$ cat config.mk
export PLATFORM = sky130hd
export DESIGN_NAME = int_alu_core
export DESIGN_NICKNAME = d
export VERILOG_FILES = /design/src/rtl/int_alu_pkg.sv /design/src/rtl/int_alu_opnd.sv /design/src/rtl/int_alu_addsub.sv /design/src/rtl/int_alu_logic_shift.sv /design/src/rtl/int_alu_core.sv
export SDC_FILE = /design/constraint.sdc
export NUM_CORES = 1
export LEC_CHECK = 0
export BUFFER_PORTS_ARGS = -buffer_cell sky130_fd_sc_hd__buf_2
export CORE_ASPECT_RATIO = 1.4
export CORE_MARGIN = 3
export CORE_UTILIZATION = 55
export DETAILED_ROUTE_END_ITERATION = 12
export GPL_ROUTABILITY_DRIVEN = 0
export PLACE_DENSITY = 0.74
export SYNTH_ARGS = -nofsm -noshare
export SYNTH_HDL_FRONTEND = slang
export SYNTH_SLANG_ARGS = --single-unit
export TNS_END_PERCENT = 20
$ cat constraint.sdc
create_clock -name clk -period 5.4 [get_ports clk]
set_clock_uncertainty 0.1 [all_clocks]
set_input_delay 0.54 -clock clk [delete_from_list [all_inputs] [get_ports clk]]
set_output_delay 0.54 -clock clk [all_outputs]
set_load 0.01 [all_outputs]
$ cat src/rtl/int_alu_pkg.sv
package int_alu_pkg;

    localparam int OP_W = 4;

    typedef enum logic [OP_W-1:0] {
        OP_ADD_S = 4'd0,
        OP_ADD_U = 4'd1,
        OP_SUB_S = 4'd2,
        OP_SUB_U = 4'd3,
        OP_AND   = 4'd4,
        OP_OR    = 4'd5,
        OP_NOR   = 4'd6,
        OP_SHL   = 4'd7,
        OP_SHR   = 4'd8,
        OP_SLT_S = 4'd9,
        OP_SLT_U = 4'd10
    } alu_op_e;

    typedef enum logic [1:0] {
        UNIT_ARITH,
        UNIT_SLT,
        UNIT_LOGIC,
        UNIT_NONE
    } unit_e;

    // Controls for the shared adder/subtractor
    typedef struct packed {
        logic sub;        // invert second operand, carry in 1
        logic signed_ext; // extend operands with their sign bit
        logic trap_en;    // overflow may raise the trap
    } arith_ctl_t;

    function automatic arith_ctl_t arith_ctl(alu_op_e op);
        arith_ctl_t c;
        c.sub        = (op == OP_SUB_S) || (op == OP_SUB_U) ||
                       (op == OP_SLT_S) || (op == OP_SLT_U);
        c.signed_ext = (op == OP_ADD_S) || (op == OP_SUB_S) || (op == OP_SLT_S);
        c.trap_en    = (op == OP_ADD_S) || (op == OP_SUB_S);
        return c;
    endfunction

    function automatic unit_e unit_of(alu_op_e op);
        unit_e u;
        case (op)
            OP_ADD_S, OP_ADD_U, OP_SUB_S, OP_SUB_U: u = UNIT_ARITH;
            OP_SLT_S, OP_SLT_U:                     u = UNIT_SLT;
            OP_AND, OP_OR, OP_NOR, OP_SHL, OP_SHR:  u = UNIT_LOGIC;
            default:                                u = UNIT_NONE;
        endcase
        return u;
    endfunction

    // Logical immediates are zero-extended, everything else sign-extended
    function automatic logic imm_sign_ext(alu_op_e op);
        return !((op == OP_AND) || (op == OP_OR) || (op == OP_NOR));
    endfunction

endpackage

$ cat src/rtl/int_alu_opnd.sv
module int_alu_opnd #(
    parameter int DATA_W = 32,
    parameter int IMM_W  = 16
) (
    input  logic [DATA_W-1:0] reg_b,
    input  logic [IMM_W-1:0]  imm,
    input  logic              imm_sel,
    input  logic              sign_ext,
    output logic [DATA_W-1:0] b_eff
);
    localparam int PAD_W = DATA_W - IMM_W;

    logic              pad_bit;
    logic [DATA_W-1:0] imm_ext;

    assign pad_bit = sign_ext & imm[IMM_W-1];
    assign imm_ext = {{PAD_W{pad_bit}}, imm};
    assign b_eff   = imm_sel ? imm_ext : reg_b;

endmodule

$ cat src/rtl/int_alu_addsub.sv
module int_alu_addsub
    import int_alu_pkg::*;
#(
    parameter int DATA_W = 32
) (
    input  logic [DATA_W-1:0] opa,
    input  logic [DATA_W-1:0] opb,
    input  arith_ctl_t        ctl,
    output logic [DATA_W-1:0] sum,
    output logic              trap,
    output logic              less
);
    localparam int EXT_W = DATA_W + 1;

    logic [EXT_W-1:0] a_x, b_x, b_op, r_x;

    // One extra bit: sign copy for signed forms, zero for unsigned forms
    assign a_x  = {ctl.signed_ext & opa[DATA_W-1], opa};
    assign b_x  = {ctl.signed_ext & opb[DATA_W-1], opb};
    assign b_op = ctl.sub ? ~b_x : b_x;
    assign r_x  = a_x + b_op + EXT_W'(ctl.sub);

    assign sum  = r_x[DATA_W-1:0];
    // Extended result's top bit is the true sign of a - b in both modes
    assign less = r_x[EXT_W-1];
    // A result that needs the extra bit did not fit in DATA_W signed bits
    assign trap = ctl.trap_en & (r_x[EXT_W-1] ^ r_x[DATA_W-1]);

endmodule

$ cat src/rtl/int_alu_logic_shift.sv
module int_alu_logic_shift
    import int_alu_pkg::*;
#(
    parameter int DATA_W = 32,
    localparam int SHAMT_W = $clog2(DATA_W)
) (
    input  alu_op_e            op,
    input  logic [DATA_W-1:0]  opa,
    input  logic [DATA_W-1:0]  opb,
    input  logic [SHAMT_W-1:0] shamt,
    output logic [DATA_W-1:0]  res
);
    logic [DATA_W-1:0] lstage [SHAMT_W+1];
    logic [DATA_W-1:0] rstage [SHAMT_W+1];

    assign lstage[0] = opa;
    assign rstage[0] = opa;

    // Log-depth barrel shifter, one stage per bit of the shift count
    for (genvar i = 0; i < SHAMT_W; i++) begin : g_stage
        assign lstage[i+1] = shamt[i] ? (lstage[i] << (2**i)) : lstage[i];
        assign rstage[i+1] = shamt[i] ? (rstage[i] >> (2**i)) : rstage[i];
    end

    always_comb begin
        case (op)
            OP_AND:  res = opa & opb;
            OP_OR:   res = opa | opb;
            OP_NOR:  res = ~(opa | opb);
            OP_SHL:  res = lstage[SHAMT_W];
            OP_SHR:  res = rstage[SHAMT_W];
            default: res = '0;
        endcase
    end

endmodule

$ cat src/rtl/int_alu_core.sv
module int_alu_core
    import int_alu_pkg::*;
#(
    parameter int DATA_W = 32,
    parameter int IMM_W  = 16,
    localparam int SHAMT_W = $clog2(DATA_W)
) (
    input  logic               clk,
    input  logic               rst,
    input  logic [OP_W-1:0]    op_sel,
    input  logic               imm_sel,
    input  logic [DATA_W-1:0]  src_a,
    input  logic [DATA_W-1:0]  src_b,
    input  logic [IMM_W-1:0]   imm,
    input  logic [SHAMT_W-1:0] shamt,
    output logic [DATA_W-1:0]  result,
    output logic               ovf_trap
);
    alu_op_e           op;
    arith_ctl_t        actl;
    unit_e             unit;
    logic [DATA_W-1:0] b_eff, arith_sum, ls_res, nxt_res, result_q;
    logic              arith_trap, arith_lt, nxt_ovf, ovf_q;

    assign op   = alu_op_e'(op_sel);
    assign actl = arith_ctl(op);
    assign unit = unit_of(op);

    int_alu_opnd #(.DATA_W(DATA_W), .IMM_W(IMM_W)) u_opnd (
        .reg_b    (src_b),
        .imm      (imm),
        .imm_sel  (imm_sel),
        .sign_ext (imm_sign_ext(op)),
        .b_eff    (b_eff)
    );

    int_alu_addsub #(.DATA_W(DATA_W)) u_addsub (
        .opa  (src_a),
        .opb  (b_eff),
        .ctl  (actl),
        .sum  (arith_sum),
        .trap (arith_trap),
        .less (arith_lt)
    );

    int_alu_logic_shift #(.DATA_W(DATA_W)) u_lsh (
        .op    (op),
        .opa   (src_a),
        .opb   (b_eff),
        .shamt (shamt),
        .res   (ls_res)
    );

    always_comb begin
        case (unit)
            UNIT_ARITH: nxt_res = arith_sum;
            UNIT_SLT:   nxt_res = {{(DATA_W-1){1'b0}}, arith_lt};
            UNIT_LOGIC: nxt_res = ls_res;
            default:    nxt_res = '0;
        endcase
        nxt_ovf = (unit == UNIT_ARITH) && arith_trap;
    end

    always_ff @(posedge clk) begin
        if (rst) begin
            result_q <= '0;
            ovf_q    <= 1'b0;
        end else begin
            result_q <= nxt_res;
            ovf_q    <= nxt_ovf;
        end
    end

    assign result   = result_q;
    assign ovf_trap = ovf_q;


    no_overflow_chk: assert property (@(posedge clk) disable iff (rst)
        ovf_q |-> ($past(op) == OP_ADD_S || $past(op) == OP_SUB_S));


    slt_range_chk: assert property (@(posedge clk) disable iff (rst)
        (!$past(rst) && ($past(op) == OP_SLT_S || $past(op) == OP_SLT_U))
        |-> (result_q[DATA_W-1:1] == '0));


    shl_fill_chk: assert property (@(posedge clk) disable iff (rst)
        (!$past(rst) && $past(op) == OP_SHL && $past(shamt) != '0)
        |-> (result_q[0] == 1'b0));


    shr_fill_chk: assert property (@(posedge clk) disable iff (rst)
        (!$past(rst) && $past(op) == OP_SHR && $past(shamt) != '0)
        |-> (result_q[DATA_W-1] == 1'b0));


    nor_disjoint_chk: assert property (@(posedge clk) disable iff (rst)
        (!$past(rst) && $past(op) == OP_NOR)
        |-> ((result_q & ($past(src_a) | $past(b_eff))) == '0));


    wrap_add_chk: assert property (@(posedge clk) disable iff (rst)
        (!$past(rst) && $past(op) == OP_ADD_U)
        |-> (result_q == $past(src_a + b_eff) && !ovf_q));


    reset_clear_chk: assert property (@(posedge clk)
        $past(rst) |-> (result_q == '0 && !ovf_q));

endmodule

Word-level counts from Yosys, hierarchy flattened
Memories as Yosys holds them, arrays and structs flattened.
Index checks and enable logic that the tools add are counted.
{"block": "classes", "addsub": 2, "eq_ne": 11, "mux": 14, "bitwise_logic": 9, "n_reduce_logical": 11}
{"operator": "$mux W32", "count": 11}
{"operator": "$pmux W32 S5", "count": 1}
{"operator": "$pmux W32 S3", "count": 1}
{"operator": "$add A33 B1 Y33", "count": 1}
{"operator": "$add A33 B33 Y33", "count": 1}
{"operator": "$mux W33", "count": 1}
{"operator": "$not A33 Y33", "count": 1}
{"operator": "$and A32 B32 Y32", "count": 1}
{"operator": "$not A32 Y32", "count": 1}
{"operator": "$or A32 B32 Y32", "count": 1}
{"operator": "$eq A4 B3 Y1 const B", "count": 4}
{"operator": "$eq A4 B4 Y1 const B", "count": 3}
{"operator": "$eq A4 B2 Y1 const B", "count": 2}
{"operator": "$logic_or A1 B1 Y1", "count": 7}
{"operator": "$and A1 B1 Y1", "count": 4}
{"operator": "$logic_not A4 Y1", "count": 1}
{"operator": "$eq A2 B1 Y1 const B", "count": 1}
{"operator": "$eq A2 B2 Y1 const B", "count": 1}
{"operator": "$logic_not A2 Y1", "count": 1}
{"operator": "$logic_and A1 B1 Y1", "count": 1}
{"operator": "$logic_not A1 Y1", "count": 1}
{"operator": "$xor A1 B1 Y1", "count": 1}
{"block": "totals", "register_bits": 33, "mem_bits_ro": 32, "input_bits": 92, "output_inout_bits": 33, "mem_count": 1}
{"memory": "(no name shown)", "words": 16, "word_bits": 2, "rd": 1, "rd_clocked_by_memory_dff": 0, "write_ports": 0, "line_no": "int_alu_pkg.sv:44", "source": "case (op)"}

Longest topological paths before layout
{"block": "depth", "word_depth": 14, "ltp_mapped": 17, "mapped_depth_nobuf": 15}

By module
A second synthesis with hierarchy kept.
{"block": "hier_totals", "hier_cells": 1198, "area_unflattened_um2": 9278.9}
{"mod": "int_alu_logic_shift", "instances": 1, "cells_each": 699, "area_per_inst_um2": 5281.3, "seq_area_each_um2": 0.0}
{"mod": "int_alu_addsub", "instances": 1, "cells_each": 278, "area_per_inst_um2": 2063.2, "seq_area_each_um2": 0.0}
{"mod": "int_alu_core", "instances": 1, "cells_each": 167, "area_per_inst_um2": 1505.2, "seq_area_each_um2": 660.6}
{"mod": "int_alu_opnd", "instances": 1, "cells_each": 54, "area_per_inst_um2": 429.2, "seq_area_each_um2": 0.0}

Worst setup path after synthesis
No wires, ideal clock.
{"block": "synth_timing", "kind": "input to register", "from": "input port op_sel[1]", "to": "register ovf_q (netlist: ovf_trap)", "setup_time_ns": 0.072, "arrival_ns": 4.285, "required_ns": 5.228, "setup_slack_ns": 0.944, "stages": 16, "path_cell_list": "inv_1 > ha_1 > mux2i_1 > and2_1 > nor2_1 > buf_1 > xnor2_1 > fa_1 > a211o_1 > a211o_1 > and2_1 > o211ai_2 > a31oi_1 > or4_1 > nand3_1 > mux2i_1"}
{"block": "synth_between", "elab_chain_len": 14, "word_cells_on_any_way": 29, "cone_classes": "2 x add/sub; 7 x eq/ne; 2 x mux; 6 x bitwise; 11 x reduce/logical; 1 x memory"}
{"item": "start: declaration", "line_no": "int_alu_core.sv:10", "source": "input logic [OP_W-1:0] op_sel,"}
{"item": "$eq A4 B3 Y1", "line_no": "int_alu_pkg.sv:55", "source": "return !((op == OP_AND) || (op == OP_OR) || (op == OP_NOR));"}
{"item": "$logic_or A1 B1 Y1 (2 in series)", "line_no": "int_alu_pkg.sv:55"}
{"item": "$logic_not A1 Y1", "line_no": "int_alu_pkg.sv:55"}
{"item": "$and A1 B1 Y1", "line_no": "int_alu_opnd.sv:16", "source": "assign pad_bit = sign_ext & imm[IMM_W-1];"}
{"item": "$mux W32", "line_no": "int_alu_opnd.sv:18", "source": "assign b_eff = imm_sel ? imm_ext : reg_b;"}
{"item": "$and A1 B1 Y1", "line_no": "int_alu_addsub.sv:19", "source": "assign b_x = {ctl.signed_ext & opb[DATA_W-1], opb};"}
{"item": "$not A33 Y33", "line_no": "int_alu_addsub.sv:20", "source": "assign b_op = ctl.sub ? ~b_x : b_x;"}
{"item": "$mux W33", "line_no": "int_alu_addsub.sv:20"}
{"item": "$add A33 B33 Y33", "line_no": "int_alu_addsub.sv:21", "source": "assign r_x = a_x + b_op + EXT_W'(ctl.sub);"}
{"item": "$add A33 B1 Y33", "line_no": "int_alu_addsub.sv:21"}
{"item": "$xor A1 B1 Y1", "line_no": "int_alu_addsub.sv:27", "source": "assign trap = ctl.trap_en & (r_x[EXT_W-1] ^ r_x[DATA_W-1]);"}
{"item": "$and A1 B1 Y1", "line_no": "int_alu_addsub.sv:27"}
{"item": "$logic_and A1 B1 Y1 (*)", "line_no": "int_alu_core.sv:61", "source": "nxt_ovf = (unit == UNIT_ARITH) && arith_trap;"}
{"item": "end signal: assignment", "line_no": "int_alu_core.sv:70", "source": "ovf_q <= nxt_ovf;"}
{"item": "end: declaration", "line_no": "int_alu_core.sv:23", "source": "logic arith_trap, arith_lt, nxt_ovf, ovf_q;"}
Mark *: on every way between the ends. The rest lies on a longest branch, timed or not.
A chain may end at the register's enable or synchronous reset.

Final worst setup path
{"block": "layout_timing", "from": "input port op_sel[1]", "to": "register result_q[29] (netlist: result[29])"}
{"block": "layout_between", "elab_chain_len": 11, "word_cells_on_any_way": 30, "cone_classes": "2 x add/sub; 11 x eq/ne; 4 x mux; 5 x bitwise; 7 x reduce/logical; 1 x memory"}
{"item": "$eq A4 B3 Y1", "line_no": "int_alu_pkg.sv:55, int_alu_logic_shift.sv:26"}
{"item": "$logic_or A1 B1 Y1 (2 in series)", "line_no": "int_alu_pkg.sv:55"}
{"item": "$logic_not A1 Y1", "line_no": "int_alu_pkg.sv:55"}
{"item": "$and A1 B1 Y1", "line_no": "int_alu_opnd.sv:16"}
{"item": "$mux W32", "line_no": "int_alu_opnd.sv:18"}
{"item": "$not A33 Y33", "line_no": "int_alu_addsub.sv:20"}
{"item": "$mux W33", "line_no": "int_alu_addsub.sv:20"}
{"item": "$add A33 B33 Y33", "line_no": "int_alu_addsub.sv:21"}
{"item": "$add A33 B1 Y33", "line_no": "int_alu_addsub.sv:21"}
{"item": "$pmux W32 S3 (*)", "line_no": "int_alu_core.sv:55", "source": "case (unit)"}
{"item": "end signal: assignment", "line_no": "int_alu_core.sv:69", "source": "result_q <= nxt_res;"}
{"item": "end: declaration", "line_no": "int_alu_core.sv:22", "source": "logic [DATA_W-1:0] b_eff, arith_sum, ls_res, nxt_res, result_q;"}
Marks and branches as above.

==> flow_metrics.tcl <==
set metrics [dict create \
    status "complete, no violations" \
    fmax_mhz 218 \
    die_width_um 105 \
    grt.total_usage_pct 37.7 \
    power_per_cell_area_nw_per_um2 191 \
    switching_power_mw 0.747 \
    synth_area_leaders "mux4_2 16%, dfxtp_1 8.8%, mux2i_1 7.7%, o21ai_0 6.6%, ha_1 6.0%" \
    layout.cells.non_filler 1239 \
    whs_ns 0.474 \
    area_growth_pct 10.7 \
    htree_levels 2 \
    rows 50 \
    peakVddDrop_v 0.000122 \
    grt_start_max_net_pins 52 \
    start_util_pct 56.4 \
    pin_count 125 \
    drt-initial-drc-count 1226 \
    ys.warnings.count 0 \
    cts_tree "done" \
    nFillCells 1270 \
    ys_seq_area_share_pct 8.75 \
    num_vias 8854 \
    slew_headroom_pct 26.3 \
    tns_ns 0 \
    synth_nets 1113 \
    utilization_pct 62.4 \
    seqPwrFrac_pct 16.6 \
    antennaDiodeCount 0 \
    post_cts_buffers 0 \
    crit_path_start "op_sel[1]" \
    drv_cap 0 \
    cts_resized 0 \
    grt_pass1_wl_um 44800 \
    cp_max_fo 14 \
    syn_area_um2 7550 \
    tightest_slew_ns 1.09 \
    synth_cell_types 77 \
    placedCellCount 1232 \
    clkPwrFrac_pct 18.4 \
    worstSetupPathType "in -> reg" \
    grt_pass1_vias 7958 \
    drv_slew 0 \
    die_h_um 145 \
    core_um2 13400 \
    cp.required_ns 5.43 \
    synth_top_cell_by_area "mux4_2" \
    totalWireLength_um 29700 \
    path_clk_slew_ns 0.05 \
    rsz0062_at_grt "false" \
    hold_buffers 0 \
    synthCells 984 \
    place_ws_ns 0.609 \
    place.detailed.hpwl_um 22600 \
    drt_pass1_iterations 6 \
    avgViaCountPerCell 7.15 \
    synth-edff-count 0 \
    startpoint_type "input pin" \
    async_reset_ff_share_pct 0 \
    min_period_ns 4.58 \
    routedWlPerCell_um 24.0 \
    min_from "rst" \
    ys_seq_elements 33 \
    ant_nets 0 \
    clock-sinks 33 \
    drc 0 \
    gr-total-overflow 0 \
    end_kind "flip-flop" \
    switching_share_pct 46.7 \
    syn_area_per_cell_um2 7.67 \
    p_comb_share_pct 65.0 \
    cts_buffers 5 \
    die_area_um2 15200 \
    finalHoldViolCount 0 \
    fin_crit_sh_pct 84.8 \
    intPower_mw 0.851 \
    crit_arrival_ns 4.61 \
    netlist.area_leader.share_pct 16.1 \
    fin_nets 1186 \
    place.port_buffers 124 \
    leakage_nw 3.39 \
    cts_buffer_depth 2 \
    cts-root-buf "clkbuf_16" \
    drive_above_1_share_pct 21.5 \
    setup_slack_ns 0.821 \
    antenna_found_initial 0 \
    worstHoldPathType "in -> reg" \
    synthFlopType "dfxtp_1" \
    setup-violations-final 0 \
]
==> cell type report <==
type,instances,area (um^2),area share (%)
clock buffer,7,143,1.71
tap,182,228,2.73
inverter,18,67.6,0.809
sequential,33,661,7.91
multi-input combinational,861,6530,78.1
timing repair buffer,138,728,8.72
==> sequential cells by signal (all words and copies together), names as in the netlist <==
signal / count
ovf_trap: 1
result: 32
==> Yosys cell counts (all sizes together), types with 4 or more instances <==
master,count
a221oi,13
a211o,4
a22oi,7
a21o,18
dfxtp,33
a32oi,7
or3,7
nand2b,7
xnor2,41
mux4,54
nand3,14
nor2,112
clkbuf,44
and2,5
a41oi,4
and3,5
or2,6
a31oi,6
mux2,12
a21oi,90
mux2i,58
nor3,12
a221o,11
o21ai,100
o22ai,32
o211ai,8
xor2,15
buf,28
a41o,4
nor4,6
nor2b,6
inv,18
nand2,87
a211oi,8
ha,36
o32ai,5
o21bai,8
nand4,9
==> logic make-up (layout without fill, tap and decap cells) <==
logic type / Yosys count / count (layout) / share of synthesized area (%)
compound gates: 355 / 355 / 30.6
simple gates: 289 / 289 / 17.3
mux: 124 / 124 / 25.6
buf+inv: 90 / 163 / 4.96
xor+xnor: 56 / 56 / 6.50
fa+ha+maj: 37 / 37 / 6.23
flops: 33 / 33 / 8.75
==> worst paths after layout <==
kind	end	slack, ns	depth (start not counted)
worst max-delay path	result[29]	0.82	17
worst min-delay path	ovf_trap	0.47	4
==> cell usage in the layout, fill, tap and decap left out, drive strengths merged, types with 8 or more instances in the layout <==
cell type  count
xnor2         41
a21oi         90
a221o         11
a21o          18
buf          138
nand4          9
o21bai         8
xor2          15
dfxtp         33
a211oi         8
ha            36
mux2          12
nor2         112
o21ai        100
mux2i         58
nand2         87
o22ai         32
inv           18
mux4          54
o211ai         8
nor3          12
nand3         14
a221oi        13
==> per-stage QoR <==
step                area, um^2  power [mW]
detailed placement        8210        1.26
global route              8350        1.68
finish                    8350        1.60
global placement          8210        1.26
floorplan                 7550       0.981
CTS                       8350        1.56
==> routing by layer <==
layer | vias to the layer above | global-route usage (%) | part of all wire, %
li1 | 3937 | - | -
met1 | 4084 | 48.2 | 35
met2 | 681 | 60.6 | 45
met3 | 152 | 5.18 | 12
met4 | 0 | 23.5 | 7.0
met5 | - | 0 | 0
==> power by group through the flow <==
stage          registers (mW)  logic [mW]  clock network (mW)
6_report                0.265        1.04               0.294
5_1_grt                 0.267        1.11               0.305
4_1_cts                 0.265        1.00               0.298
3_5_place_dp            0.270       0.994                   0
3_3_place_gp            0.271       0.985                   0
2_1_floorplan           0.280       0.702                   0
==> worst max-delay path, stage by stage <==
cell and delay, ns:
buf_2 0.12, inv_1 0.10, ha_1 0.24, mux2i_1 0.18, and2_1 0.23, nor2_4 0.39
buf_4 0.35, xnor2_1 0.11, ha_1 0.38, and3_1 0.22, and3b_1 0.21, a221oi_1 0.50
nand3b_1 0.14, o21ai_0 0.43, o21ai_0 0.18, mux2i_1 0.17, o211ai_1 0.09
Note: power is estimated with default switching activity, not from simulation.
